$ cat src/rtl/ea32_pkg.sv
`timescale 1ns/1ps
package ea32_pkg;

   localparam int unsigned BYTE_W      = 8;
   localparam int unsigned DISP_MAX_B  = 4;

   typedef enum logic [1:0] {
      PH_MODRM = 2'd0,
      PH_SIB   = 2'd1,
      PH_DISP  = 2'd2
   } ea_phase_e;

   localparam logic [1:0] MOD_NOOFS  = 2'b00;
   localparam logic [1:0] MOD_D8     = 2'b01;
   localparam logic [1:0] MOD_D32    = 2'b10;
   localparam logic [1:0] MOD_REG    = 2'b11;
   localparam logic [2:0] RM_HAS_SIB = 3'd4;
   localparam logic [2:0] BASE_SPEC  = 3'd5;   // no base (mod 0) or EBP
   localparam logic [2:0] IDX_ZERO   = 3'd4;
   localparam logic [2:0] BASE_STACK = 3'd4;

   // Number of displacement bytes implied by mod and the base selector
   function automatic logic [2:0] disp_count(input logic [1:0] md, input logic [2:0] bsel);
      case (md)
         MOD_D8:    return 3'd1;
         MOD_D32:   return 3'd4;
         MOD_NOOFS: return (bsel == BASE_SPEC) ? 3'd4 : 3'd0;
         default:   return 3'd0;
      endcase
   endfunction

endpackage

$ cat src/rtl/ea32_parse.sv
`timescale 1ns/1ps
module ea32_parse
   import ea32_pkg::*;
#(
   parameter int AW = 32
) (
   input  logic          clk,
   input  logic          rst,
   input  logic          in_valid,
   input  logic [7:0]    in_byte,
   output logic          fin,
   output logic          f_nomem,
   output logic [1:0]    f_mod,
   output logic [2:0]    f_rm,
   output logic [7:0]    f_sib,
   output logic [AW-1:0] f_disp
);

   localparam int IDX_W = $clog2(DISP_MAX_B);

   ea_phase_e         ph_q, ph_d;
   logic [1:0]        mod_q, mod_d;
   logic [2:0]        rm_q, rm_d;
   logic [7:0]        sib_q, sib_d;
   logic [AW-1:0]     disp_q, disp_d;
   logic [IDX_W-1:0]  idx_q, idx_d;
   logic [2:0]        len_q, len_d;
   logic [2:0]        want;
   logic [AW-1:0]     byte_pos;

   assign byte_pos = {{(AW-BYTE_W){1'b0}}, in_byte} << {idx_q, 3'b000};

   always_comb begin
      ph_d    = ph_q;
      mod_d   = mod_q;
      rm_d    = rm_q;
      sib_d   = sib_q;
      disp_d  = disp_q;
      idx_d   = idx_q;
      len_d   = len_q;
      fin     = 1'b0;
      f_nomem = 1'b0;
      want    = 3'd0;
      if (in_valid) begin
         unique case (ph_q)
            PH_MODRM: begin
               mod_d  = in_byte[7:6];
               rm_d   = in_byte[2:0];
               sib_d  = '0;
               disp_d = '0;
               idx_d  = '0;
               if (in_byte[7:6] == MOD_REG) begin
                  fin     = 1'b1;
                  f_nomem = 1'b1;
               end else if (in_byte[2:0] == RM_HAS_SIB) begin
                  ph_d = PH_SIB;
               end else begin
                  want  = disp_count(in_byte[7:6], in_byte[2:0]);
                  len_d = want;
                  if (want == 3'd0) fin = 1'b1;
                  else              ph_d = PH_DISP;
               end
            end
            PH_SIB: begin
               sib_d = in_byte;
               want  = disp_count(mod_q, in_byte[2:0]);
               len_d = want;
               if (want == 3'd0) begin
                  fin  = 1'b1;
                  ph_d = PH_MODRM;
               end else begin
                  ph_d = PH_DISP;
               end
            end
            PH_DISP: begin
               idx_d = idx_q + 1'b1;
               if (len_q == 3'd1)
                  disp_d = {{(AW-BYTE_W){in_byte[7]}}, in_byte};
               else
                  disp_d = disp_q | byte_pos;
               if ({1'b0, idx_q} == len_q - 3'd1) begin
                  fin  = 1'b1;
                  ph_d = PH_MODRM;
               end
            end
            default: ph_d = PH_MODRM;
         endcase
      end
   end

   always_ff @(posedge clk) begin
      if (rst) begin
         ph_q   <= PH_MODRM;
         mod_q  <= '0;
         rm_q   <= '0;
         sib_q  <= '0;
         disp_q <= '0;
         idx_q  <= '0;
         len_q  <= '0;
      end else begin
         ph_q   <= ph_d;
         mod_q  <= mod_d;
         rm_q   <= rm_d;
         sib_q  <= sib_d;
         disp_q <= disp_d;
         idx_q  <= idx_d;
         len_q  <= len_d;
      end
   end

   assign f_mod  = mod_d;
   assign f_rm   = rm_d;
   assign f_sib  = sib_d;
   assign f_disp = disp_d;

endmodule

$ cat src/rtl/ea32_sum.sv
`timescale 1ns/1ps
module ea32_sum
   import ea32_pkg::*;
#(
   parameter int AW   = 32,
   parameter int NREG = 8
) (
   input  logic [1:0]         md,
   input  logic [2:0]         rm,
   input  logic [7:0]         sib,
   input  logic [AW-1:0]      disp,
   input  logic [NREG*AW-1:0] gpr_flat,
   input  logic [AW-1:0]      ds_base,
   input  logic [AW-1:0]      ss_base,
   input  logic               ovr_en,
   input  logic [AW-1:0]      ovr_base,
   output logic [AW-1:0]      off,
   output logic [AW-1:0]      lin
);

   logic [AW-1:0] gpr [NREG];

   for (genvar g = 0; g < NREG; g++) begin : g_unpack
      assign gpr[g] = gpr_flat[g*AW +: AW];
   end

   logic [2:0]    bsel;
   logic          no_base;
   logic          stack_def;
   logic [AW-1:0] base_v;
   logic [AW-1:0] index_v;
   logic [AW-1:0] seg_v;

   always_comb begin
      if (rm == RM_HAS_SIB) begin
         bsel      = sib[2:0];
         no_base   = (md == MOD_NOOFS) && (sib[2:0] == BASE_SPEC);
         stack_def = (sib[2:0] == BASE_STACK) ||
                     ((sib[2:0] == BASE_SPEC) && (md != MOD_NOOFS));
         index_v   = (sib[5:3] == IDX_ZERO) ? '0 : (gpr[sib[5:3]] << sib[7:6]);
      end else begin
         bsel      = rm;
         no_base   = (md == MOD_NOOFS) && (rm == BASE_SPEC);
         stack_def = (rm == BASE_SPEC) && (md != MOD_NOOFS);
         index_v   = '0;
      end
      base_v = no_base ? '0 : gpr[bsel];
      off    = base_v + index_v + disp;
      if (ovr_en)         seg_v = ovr_base;
      else if (stack_def) seg_v = ss_base;
      else                seg_v = ds_base;
      lin = seg_v + off;
   end

endmodule

$ cat src/rtl/ea32_gen.sv
`timescale 1ns/1ps
module ea32_gen
   import ea32_pkg::*;
#(
   parameter int AW   = 32,
   parameter int NREG = 8
) (
   input  logic               clk,
   input  logic               rst,
   input  logic               in_valid,
   input  logic [7:0]         in_byte,
   output logic               in_ready,
   input  logic [NREG*AW-1:0] gpr_flat,
   input  logic [AW-1:0]      ds_base,
   input  logic [AW-1:0]      ss_base,
   input  logic               ovr_en,
   input  logic [AW-1:0]      ovr_base,
   output logic               done,
   output logic               nomem,
   output logic [AW-1:0]      ea_off,
   output logic [AW-1:0]      ea_lin
);

   if (AW != 32) begin : g_bad_aw
      $error("ea32_gen: AW must be 32 for 32-bit addressing");
   end
   if (NREG != 8) begin : g_bad_nreg
      $error("ea32_gen: NREG must be 8");
   end

   logic          fin, f_nomem;
   logic [1:0]    f_mod;
   logic [2:0]    f_rm;
   logic [7:0]    f_sib;
   logic [AW-1:0] f_disp, s_off, s_lin;

   assign in_ready = 1'b1;

   ea32_parse #(.AW(AW)) u_parse (
      .clk      (clk),
      .rst      (rst),
      .in_valid (in_valid),
      .in_byte  (in_byte),
      .fin      (fin),
      .f_nomem  (f_nomem),
      .f_mod    (f_mod),
      .f_rm     (f_rm),
      .f_sib    (f_sib),
      .f_disp   (f_disp)
   );

   ea32_sum #(.AW(AW), .NREG(NREG)) u_sum (
      .md       (f_mod),
      .rm       (f_rm),
      .sib      (f_sib),
      .disp     (f_disp),
      .gpr_flat (gpr_flat),
      .ds_base  (ds_base),
      .ss_base  (ss_base),
      .ovr_en   (ovr_en),
      .ovr_base (ovr_base),
      .off      (s_off),
      .lin      (s_lin)
   );

   always_ff @(posedge clk) begin
      if (rst) begin
         done   <= 1'b0;
         nomem  <= 1'b0;
         ea_off <= '0;
         ea_lin <= '0;
      end else begin
         done <= fin;
         if (fin) begin
            nomem  <= f_nomem;
            ea_off <= f_nomem ? '0 : s_off;
            ea_lin <= f_nomem ? '0 : s_lin;
         end
      end
   end

endmodule

$ cat config.mk
export PLATFORM = sky130hd
export DESIGN_NAME = ea32_gen
export DESIGN_NICKNAME = d
export VERILOG_FILES = /design/src/rtl/ea32_pkg.sv /design/src/rtl/ea32_parse.sv /design/src/rtl/ea32_sum.sv /design/src/rtl/ea32_gen.sv
export SDC_FILE = /design/constraint.sdc
export NUM_CORES = 1
export LEC_CHECK = 0
export ABC_AREA = 1
export BUFFER_PORTS_ARGS = -buffer_cell sky130_fd_sc_hd__buf_2
export CAP_MARGIN = 20
export CORE_MARGIN = 4
export CORE_UTILIZATION = 49
export DETAILED_ROUTE_END_ITERATION = 6
export MAX_ROUTING_LAYER = met4
export PLACE_DENSITY = 0.77
export SLEW_MARGIN = 20
export SYNTH_ARGS = -nofsm -noshare
export SYNTH_HDL_FRONTEND = slang
export SYNTH_SLANG_ARGS = --single-unit
export TNS_END_PERCENT = 30
$ cat constraint.sdc
create_clock -name clk -period 6.9 [get_ports clk]
set_input_delay 1.38 -clock clk [delete_from_list [all_inputs] [get_ports clk]]
set_output_delay 1.38 -clock clk [all_outputs]
set_load 0.05 [all_outputs]
; Yosys cells after proc, flatten, opt, wreduce, memory -nomap -nowiden
; Cells that the tools add are included.
[classes]
reduce_logical = 17
n_div = 0
n_lt_le_gt_ge = 2
eq_ne = 20
n_mux = 54
bitwise_logic = 3
addsub = 5
mul = 0
shifts = 2
[ops]
columns = cell, count
row1 = 2-to-1 mux 32 bit, 13
row2 = binary-select mux 32 bit (select 3 bit), 2
row3 = adder 32 bit, 3
row4 = case mux 32 bit (2 select lines), 1
row5 = 2-to-1 mux 3 bit, 12
row6 = OR 32 bit, 1
row7 = << shifter 32 x 2 -> 32 bit, 1
row8 = << shifter 8 x 5 -> 32 bit, 1
row9 = == test 3 bit (second input constant), 7
row10 = case mux 3 bit (3 select lines), 2
row11 = case mux 8 bit (2 select lines), 1
row12 = 2-to-1 mux 2 bit, 7
row13 = 2-to-1 mux 1 bit, 11
row14 = == test 2 bit (second input constant), 4
row15 = >= comparator 4 bit (second input constant), 2
row16 = logical NOT 2 bit, 4
row17 = 2-to-1 mux 8 bit, 1
row18 = NOT 3 -> 4 bit, 2
row19 = AND reduction 4 bit, 2
row20 = == test 2 x 1 -> 1 bit (second input constant), 3
row21 = logical NOT 3 bit, 2
row22 = case mux 2 bit (3 select lines), 1
row23 = case mux 3 bit (2 select lines), 1
row24 = nonzero test 2 bit, 3
row25 = 12 further kinds, 16
[word_totals]
elab_cells = 114
ff_bits = 118
latchBits = 0
mem_count = 0
rom_bits = 0
mem_bits_rw = 0

; Depth between registers and ports, before layout
; Gate-level depths: netlist of the first run.
[depth]
word_depth = 14
ltp_mapped = 45

; By module
; From an unflattened synthesis of the first run, not the netlist that was laid out.
[unflattened]
hier_cells = 2855
hier_area_um2 = 16448.3
[modules_own_cells]
columns = module, cells_per_inst, instances, area_each_um2, seq_area_each_um2
row1 = ea32_sum, 2157, 1, 11205.7, 0.0
row2 = ea32_parse, 405, 1, 2819.0, 1021.0
row3 = ea32_gen, 293, 1, 2423.6, 1321.3

; Least setup slack after synthesis of the first run
; No wires, ideal clock.
[synth_path]
path_type = input port to flip-flop
startpoint = input port in_byte[0]
endpoint = register ea_lin[30]
setup_slack_ns = -0.302
arrival_ns = 7.070
required_ns = 6.768
n_path_buf = 3
path_stages = 34
path_cell_list = clkbuf_1 -> nand2_1 -> nor2_1 -> a21oi_4 -> nand4_1 -> nand2_1 -> clkbuf_1 -> clkbuf_1 -> o21ai_0 -> o221ai_1 -> nand3_1 -> fa_1 -> inv_1 -> ha_1 -> fa_1 -> a21oi_1 -> o21ai_1 -> a21boi_1 -> o21ai_0 -> a21boi_1 -> o21ai_0 -> xor2_1 -> ha_1 -> nand2_1 -> nor4_1 -> nand3_1 -> nand3_1 -> nand2_1 -> o211ai_1 -> nand4_1 -> nand3_1 -> a21oi_1 -> o21ai_0 -> a21oi_1
[synth_via]
elab_chain_len = 13
[synth_lines]
columns = element, line_no
row1 = from (decl), ea32_gen.sv:11  ; input logic [7:0] in_byte,
row2 = 2-to-1 mux 3 bit or == test 3 bit (tied branches), "ea32_parse.sv:45, ea32_pkg.sv:27"
row3 = "2-to-1 mux 3 bit, on equally long branches", "ea32_parse.sv:44, ea32_pkg.sv:27"
row4 = == test 3 bit or case mux 3 bit (3 select lines) (tied branches), "ea32_sum.sv:35, ea32_pkg.sv:24"
row5 = "2-to-1 mux 3 bit, on equally long branches", "ea32_sum.sv:35, ea32_parse.sv:55"
row6 = NOT 3 -> 4 bit (implied by the code) or 2-to-1 mux 3 bit (tied branches), "ea32_sum.sv:47, ea32_parse.sv:52"
row7 = binary-select mux 32 bit (select 3 bit) or 2-to-1 mux 3 bit (tied branches), "ea32_sum.sv:47, ea32_parse.sv:45"
row8 = 2-to-1 mux 32 bit (implied by the code) or 2-to-1 mux 3 bit (tied branches), "ea32_sum.sv:47, ea32_parse.sv:44"
row9 = 2-to-1 mux 32 bit (implied by the code) or logical NOT 3 bit (tied branches), "ea32_sum.sv:47, ea32_parse.sv:60"
row10 = 2-to-1 mux 32 bit or 2-to-1 mux 1 bit (tied branches), "ea32_sum.sv:47, ea32_parse.sv:60"
row11 = adder 32 bit or 2-to-1 mux 1 bit (tied branches), "ea32_sum.sv:48, ea32_parse.sv:55"
row12 = adder 32 bit or 2-to-1 mux 1 bit (tied branches), "ea32_sum.sv:48, ea32_parse.sv:52"
row13 = adder 32 bit or case mux 1 bit (3 select lines) (tied branches), "ea32_sum.sv:52, ea32_parse.sv:45"
row14 = 2-to-1 mux 32 bit or 2-to-1 mux 1 bit (tied branches), "ea32_gen.sv:77, ea32_parse.sv:44"
row15 = to (signal assigned), ea32_gen.sv:77  ; ea_lin <= f_nomem ? '0 : s_lin;
row16 = to (decl), ea32_gen.sv:21  ; output logic [AW-1:0] ea_lin
; Parallel ways exist; a longest one is shown, timed or not. The select of a mux whose other input is x is not followed.
; A chain may end at the register's enable or synchronous reset.

; Final worst setup path of the first run
[layout_path]
startpoint = input port in_valid
endpoint = register ea_lin[26]
[layout_via]
elab_chain_len = 12
[layout_lines]
columns = element, line_no
row1 = from (decl), ea32_gen.sv:10  ; input logic in_valid,
row2 = 2-to-1 mux 8 bit or 2-to-1 mux 3 bit (tied branches), ea32_parse.sv:44  ; if (in_valid) begin
row3 = NOT 3 -> 4 bit (implied by the code) or == test 3 bit (tied branches), "ea32_sum.sv:40, ea32_sum.sv:35"
row4 = binary-select mux 32 bit (select 3 bit) or 2-to-1 mux 3 bit (tied branches), "ea32_sum.sv:40, ea32_sum.sv:35"
row5 = 2-to-1 mux 32 bit (implied by the code) or NOT 3 -> 4 bit (tied branches), "ea32_sum.sv:40, ea32_sum.sv:47"
row6 = 2-to-1 mux 32 bit (implied by the code) or binary-select mux 32 bit (select 3 bit) (tied branches), "ea32_sum.sv:40, ea32_sum.sv:47"
row7 = << shifter 32 x 2 -> 32 bit or 2-to-1 mux 32 bit (tied branches), "ea32_sum.sv:40, ea32_sum.sv:47"
row8 = "2-to-1 mux 32 bit, on equally long branches", "ea32_sum.sv:40, ea32_sum.sv:47"
row9 = "2-to-1 mux 32 bit, on equally long branches", "ea32_sum.sv:35, ea32_sum.sv:47"
row10 = adder 32 bit (2 in a row), ea32_sum.sv:48  ; off = base_v + index_v + disp;
row11 = adder 32 bit, ea32_sum.sv:52  ; lin = seg_v + off;
row12 = 2-to-1 mux 32 bit, ea32_gen.sv:77
; Parallel ways exist; a longest one is shown, timed or not. The select of a mux whose other input is x is not followed.

==> results of run 1 <==
==> what timing repair did <==
item,4_1_cts,5_1_grt
resized for setup,54,234
buffers inserted,9,34
setup endpoints to repair,16,19
cloned,1,8
pin swaps,20,80
==> worst max-delay path: cells and delay by family <==
kind | cells | cell delay, ns
buffers and inverters | 9 | 1.07
AND/OR/NAND/NOR | 13 | 1.33
adder cells (fa/ha/maj) | 3 | 1.15
AO/OA/AOI/OAI | 14 | 2.05
XOR/XNOR | 1 | 0.17
==> power by group <==
group	switching, mW	total (mW)	internal (mW)
Combinational	3.59	6.35	2.76
Sequential	0.0714	0.870	0.799
Clock	0.351	0.890	0.538
==> final timing paths <==
kind | slack (ns) | cells after the start | end | from
worst max-delay path | -0.02 | 40 | ea_lin[26]$_SDFFE_PP0P_ | in_valid
worst min-delay path | 0.46 | 2 | ea_lin[18]$_SDFFE_PP0P_ | ea_lin[18]$_SDFFE_PP0P_
worst max register to register | 0.37 | 35 | ea_lin[26]$_SDFFE_PP0P_ | u_parse.ph_q[0]$_SDFFE_PP0P_
worst min register to register | 0.46 | 2 | ea_lin[18]$_SDFFE_PP0P_ | ea_lin[18]$_SDFFE_PP0P_
==> cells in the final DEF (no fill, tap or decap), types with 46 or more instances in the layout <==
cell | Yosys | layout
buf_4 | 4 | 371
o21ai_0 | 244 | 205
ha_1 | 62 | 46
nand2_1 | 599 | 575
a21oi_1 | 249 | 226
dfxtp_1 | 117 | 117
inv_1 | 194 | 188
buf_2 | 32 | 428
nor2_1 | 219 | 213
nand3_1 | 214 | 201
==> metal layers <==
layer  global-route usage, %  vias up  routed length, um
li1                        -     9836                  -
met1                    49.0     9975              26500
met2                    68.5     1722              34200
met3                    6.26      405               8410
met4                    22.5        0               5360
met5                       -        -                  0
==> sequential cells by signal, summed over array words and instances, names as in the netlist <==
signal and cells:
u_parse.rm_q 3, done 1, ea_lin 32, u_parse.idx_q 2, u_parse.len_q 2, nomem 1, u_parse.mod_q 2, u_parse.ph_q 2
ea_off 32, u_parse.sib_q 8, u_parse.disp_q 32
==> kinds of logic after synthesis <==
group	count (synthesis)	share of synthesized area, %
compound gates	719	29.6
xor+xnor	29	1.75
fa+ha+maj	95	9.88
buf+inv	366	9.83
flops	117	16.1
mux	11	0.757
other cells	1	0.0258
simple gates	1120	32.0
==> area by class of cell <==
| type | count | area [um^2] |
|---|---|---|
| Timing Repair Buffer | 840 | 5660 |
| Sequential cell | 117 | 2340 |
| Clock inverter | 12 | 129 |
| Clock buffer | 19 | 443 |
| Inverter | 205 | 786 |
| Tap cell | 384 | 480 |
| Multi-Input combinational cell | 1977 | 11900 |
| Antenna cell | 16 | 40.0 |
| Fill cell | 2284 | 7250 |
==> metrics by stage <==
step                power [mW]  util, %
floorplan                 3.80        -
global placement          6.12     66.8
detailed placement        6.24     66.8
CTS                       7.25     69.8
global route              8.55     75.0
finish                    8.11     75.0
==> impl_metrics.env, run 1 <==
export IMPL_finalSetupViolations=2
export IMPL_grt_ovfl_total=0
export IMPL_crit_top_cell="buf_4"
export IMPL_drtIter0Drc=3148
export IMPL_critPathMaxFanout=9
export IMPL_fin_area_mm2=0.0218
export IMPL_cts_buffers=17
export IMPL_fmax_mhz=145
export IMPL_routed_via_density=6.15
export IMPL_total_leakage_power_nw=10.5
export IMPL_finalCriticalPeriod_ns=6.92
export IMPL_boundaryPins=431
export IMPL_yosysUniqueCellTypes=51
export IMPL_synthFlopType="dfxtp_1"
export IMPL_place_gp_congestion=1.06
export IMPL_hold_violations=0
export IMPL_rsz0062_at_grt="true"
export IMPL_end_kind="register"
export IMPL_async_reset_ff_share_pct=0
export IMPL_yosysWarnings=0
export IMPL_fin_crit_sh_pct=100
export IMPL_vias=21938
export IMPL_status="finished, violations left"
export IMPL_drtPass1Iterations=7
export IMPL_rows=62
export IMPL_max_vdd_ir_drop_mv=0.186
export IMPL_initial_core_util_pct=50.1
export IMPL_synth_seq_cells=117
export IMPL_yosysMostFrequentCell="nand2_1"
export IMPL_ant_nets=0
export IMPL_yosysTopAreaCellShare_pct=16.1
export IMPL_grt_pass1_wl_um=107000
export IMPL_cts_buffer_depth=2
export IMPL_cts_htree_levels=4
export IMPL_clock_sinks=117
export IMPL_clock_skew_ns=0.00985
export IMPL_cts_tree="done"
export IMPL_slew_limit_headroom_pct=30.8
export IMPL_avgSynthCellArea_um2=5.92
export IMPL_hold_ws_ns=0.459
export IMPL_maxCapViolCount=0
export IMPL_dp_cells=3473
export IMPL_slew_viol_final=0
export IMPL_wire_per_inst_um=20.9
export IMPL_die_area_mm2=0.0325
export IMPL_drcViolationCount=26
export IMPL_syn_nets=2917
export IMPL_antenna_found_initial=16
export IMPL_die_h_um=180
export IMPL_worstMarginPinSlew_ns=1.04
export IMPL_violations="DRC, setup timing"
export IMPL_fin_ws_ns=-0.0178
export IMPL_synth_edf_count=0
export IMPL_drive_gt1_share_pct=34.7
export IMPL_cp_slowest_stage_delay_ns=0.57
export IMPL_syn_area_mm2=0.0145
export IMPL_critPathKind="in2reg"
export IMPL_crit_slowest_cell="fa_1"
export IMPL_dpl_instance_area_mm2=0.0194
export IMPL_die_w_um=180
export IMPL_core_area_mm2=0.0290
export IMPL_finalNonFillerCells=3570
export IMPL_synthCells=2458
export IMPL_synthTopCellsByArea="dfxtp_1, nand2_1, a21oi_1, o21ai_0, nand3_1"
export IMPL_place_ws_ns=-0.915
export IMPL_clkTransAtPathRegs_ns=0.05
export IMPL_wirelength_um=74600
export IMPL_port_buffers=429
export IMPL_power_density_mw_per_mm2=373
export IMPL_dpl_hpwl_um=56000
export IMPL_grt_pass1_vias=20053
export IMPL_hold_buffers=0
export IMPL_worstPathRequired_ns=7.17
export IMPL_min_path_type="reg2reg"
export IMPL_seq_area_frac_synth_pct=16.1
export IMPL_fin_nets=3617
export IMPL_grtUsageTotal_pct=41.6
export IMPL_synth_common_cells="nand2_1, a21oi_1, o21ai_0"
export IMPL_synth_top_cell_by_area="dfxtp_1"
export IMPL_setup_tns_ns=-0.0258
export IMPL_ctsRootBufferMaster="clkbuf_16"
export IMPL_syn2layout_area_growth_pct=49.6
export IMPL_grt_max_degree=96
export IMPL_worstSkewPairLatency_ns=0.44
export IMPL_startpoint_type="input port"
export IMPL_worstPathArrival_ns=7.18
Power figures use the tool's default switching activity.
==> run 2: changes to the inputs <==
Settings changed: SETUP_SLACK_MARGIN from default to 0.05.
Clock period 6.9 ns to 5.9 ns, I/O delays scaled along.
==> impl_metrics.env, run 2 (synthesis results as in run 1) <==
export IMPL_status="finished, violations left"
export IMPL_violations="DRC, setup timing"
export IMPL_ant_nets=0
export IMPL_r2r_start="u_parse.ph_q[1]$_SDFFE_PP0P_"
export IMPL_fillers=2074
export IMPL_wire_per_inst_um=21.5
export IMPL_fin_crit_sh_pct=114
export IMPL_rr_worst_depth=40
export IMPL_grt_max_degree=106
export IMPL_hold_violations=0
export IMPL_power_share_switching_pct=50.1
export IMPL_critPathKind="in2reg"
export IMPL_max_vdd_ir_drop_mv=0.254
export IMPL_antenna_found_initial=13
export IMPL_drcViolationCount=11
export IMPL_drtPass1Iterations=7
export IMPL_pwr_share_seq_pct=9.9
export IMPL_die_w_um=180
export IMPL_grt_ovfl_total=0
export IMPL_slew_viol_final=0
export IMPL_p_total_mw=10.3
export IMPL_slew_limit_headroom_pct=43.8
export IMPL_startpoint="in_valid"
export IMPL_cts_tree="done"
export IMPL_core_area_mm2=0.0290
export IMPL_worstMarginPinSlew_ns=0.842
export IMPL_mostFrequentLayoutCells="nand2_1, buf_4, buf_2"
export IMPL_finalSetupViolations=23
export IMPL_critPathMaxFanout=7
export IMPL_die_area_mm2=0.0325
export IMPL_fin_nets=3700
export IMPL_place_gp_congestion=1.18
export IMPL_boundaryPins=431
export IMPL_dpl_hpwl_um=56100
export IMPL_grt_pass1_vias=20905
export IMPL_port_buffers=429
export IMPL_setup_tns_ns=-12.01
export IMPL_ctsRootBufferMaster="clkbuf_16"
export IMPL_dp_cells=3539
export IMPL_cts_htree_levels=4
export IMPL_fin_ws_ns=-0.842
export IMPL_pwr_share_comb_pct=80.2
export IMPL_p_switching_mw=5.17
export IMPL_worstPathArrival_ns=7.10
export IMPL_total_leakage_power_nw=11.1
export IMPL_reg2reg_to="ea_lin[23]$_SDFFE_PP0P_"
export IMPL_p_int_mw=5.16
export IMPL_drtIter0Drc=3334
export IMPL_crit_end="ea_lin[23]$_SDFFE_PP0P_"
export IMPL_die_h_um=180
export IMPL_cts_buffers=17
export IMPL_end_kind="register"
export IMPL_routed_via_density=6.21
export IMPL_grt_pass1_wl_um=113000
export IMPL_startpoint_type="input port"
export IMPL_fmax_mhz=148
export IMPL_ff2ff_setup_slack_ns=-0.59
export IMPL_min_path_type="reg2reg"
export IMPL_finalNonFillerCells=3651
export IMPL_rsz0062_at_grt="true"
export IMPL_worstSkewPairLatency_ns=0.44
export IMPL_initial_core_util_pct=50.1
export IMPL_syn2layout_area_growth_pct=58.4
export IMPL_place_ws_ns=-1.61
export IMPL_finalCriticalPeriod_ns=6.74
export IMPL_clock_skew_ns=0.0109
export IMPL_grtUsageTotal_pct=44.0
export IMPL_maxCapViolCount=0
export IMPL_cts_buffer_depth=2
export IMPL_drive_gt1_share_pct=38.6
export IMPL_power_density_mw_per_mm2=448
export IMPL_crit_slowest_cell="fa_1"
export IMPL_rows=62
export IMPL_wirelength_um=78600
export IMPL_clock_sinks=117
export IMPL_clkPwrFrac_pct=9.9
export IMPL_cp_slowest_stage_delay_ns=0.51
export IMPL_clkTransAtPathRegs_ns=0.06
export IMPL_reg_top3="ea_lin: 32 flops, ea_off: 32 flops, u_parse.disp_q: 32 flops"
export IMPL_vias=22671
export IMPL_worstPathRequired_ns=6.26
export IMPL_final_common_cell="nand2_1"
-- run 2: cell count changes in the layout (fill, tap and decap cells not counted), sizes merged --
| cell | before | now |
|---|---|---|
| buf | 834 | 918 |
| bufbuf | 0 | 2 |
| bufinv | 2 | 1 |
| clkbuf | 25 | 23 |
| clkinv | 6 | 9 |
| clkinvlp | 4 | 3 |
| diode | 16 | 13 |
| inv | 205 | 206 |
| nand2 | 607 | 605 |
-- run 2: worst min path at each step --
stage                                     start                     endpoint  cells after the start
finish                  ea_off[25]$_SDFFE_PP0P_      ea_off[25]$_SDFFE_PP0P_                      2
global route            ea_off[13]$_SDFFE_PP0P_      ea_off[13]$_SDFFE_PP0P_                      2
CTS                     ea_lin[16]$_SDFFE_PP0P_      ea_lin[16]$_SDFFE_PP0P_                      2
detailed placement      ea_lin[16]$_SDFFE_PP0P_      ea_lin[16]$_SDFFE_PP0P_                      2
global placement        ea_off[25]$_SDFFE_PP0P_      ea_off[25]$_SDFFE_PP0P_                      2
floorplan           u_parse.sib_q[2]$_SDFF_PP0_  u_parse.sib_q[2]$_SDFF_PP0_                      2
-- run 2: worst max-delay path: cells and delay by family --
family	cells	cell delay, ns
buffers and inverters	11	1.22
adders and majority gates	3	1.03
AOI/OAI and AO/OA	9	1.53
xor gates and xnor gates	2	0.34
and+or+nand+nor	13	1.74
-- run 2: layout make-up --
type / count / area (um^2) / share of cell area (%)
antenna: 13 / 32.5 / 0.141
tap: 384 / 480 / 2.09
clock inverter: 14 / 129 / 0.559
multi-input combinational: 1975 / 12500 / 54.1
clock buffer: 18 / 429 / 1.86
inverter: 205 / 786 / 3.41
timing repair buffer: 925 / 6380 / 27.7
sequential: 117 / 2340 / 10.2
-- run 2: timing repair --
item                                    4_1_cts  5_1_grt
hold buffers                                  0        0
pin swaps                                    53      100
setup buffers                                26       34
endpoints found under the setup margin       23       25
resized for setup                           163      167
cloned                                        3        5
-- run 2: stage by stage --
step                      hold slack [ns]  cell area [um^2]  util, %
after floorplan                     0.472             14900        -
after global placement              0.449             20200     69.6
after detailed placement            0.452             20200     69.6
after CTS                           0.461             21900     75.3
after global routing                0.488             23000     79.4
final                               0.461             23000     79.4
-- run 2: per-layer routing --
| layer | share of wire [%] | global-route usage, % | wire length (um) | vias up |
|---|---|---|---|---|
| met1 | 35 | 52.9 | 27800 | 10257 |
| met3 | 12 | 7.33 | 9070 | 479 |
| met5 | 0 | - | 0 | - |
| li1 | - | - | - | 10015 |
| met2 | 45 | 70.4 | 35300 | 1920 |
| met4 | 8.3 | 23.8 | 6490 | 0 |
-- run 2: power groups by stage --
stage               logic (mW)  registers (mW)  clock network [mW]
floorplan                 3.14            1.45                   0
finish                    8.28            1.02                1.02
global route              8.70            1.03                1.05
global placement          6.26            1.02                   0
CTS                       7.06            1.01                1.02
detailed placement        6.40            1.03                   0
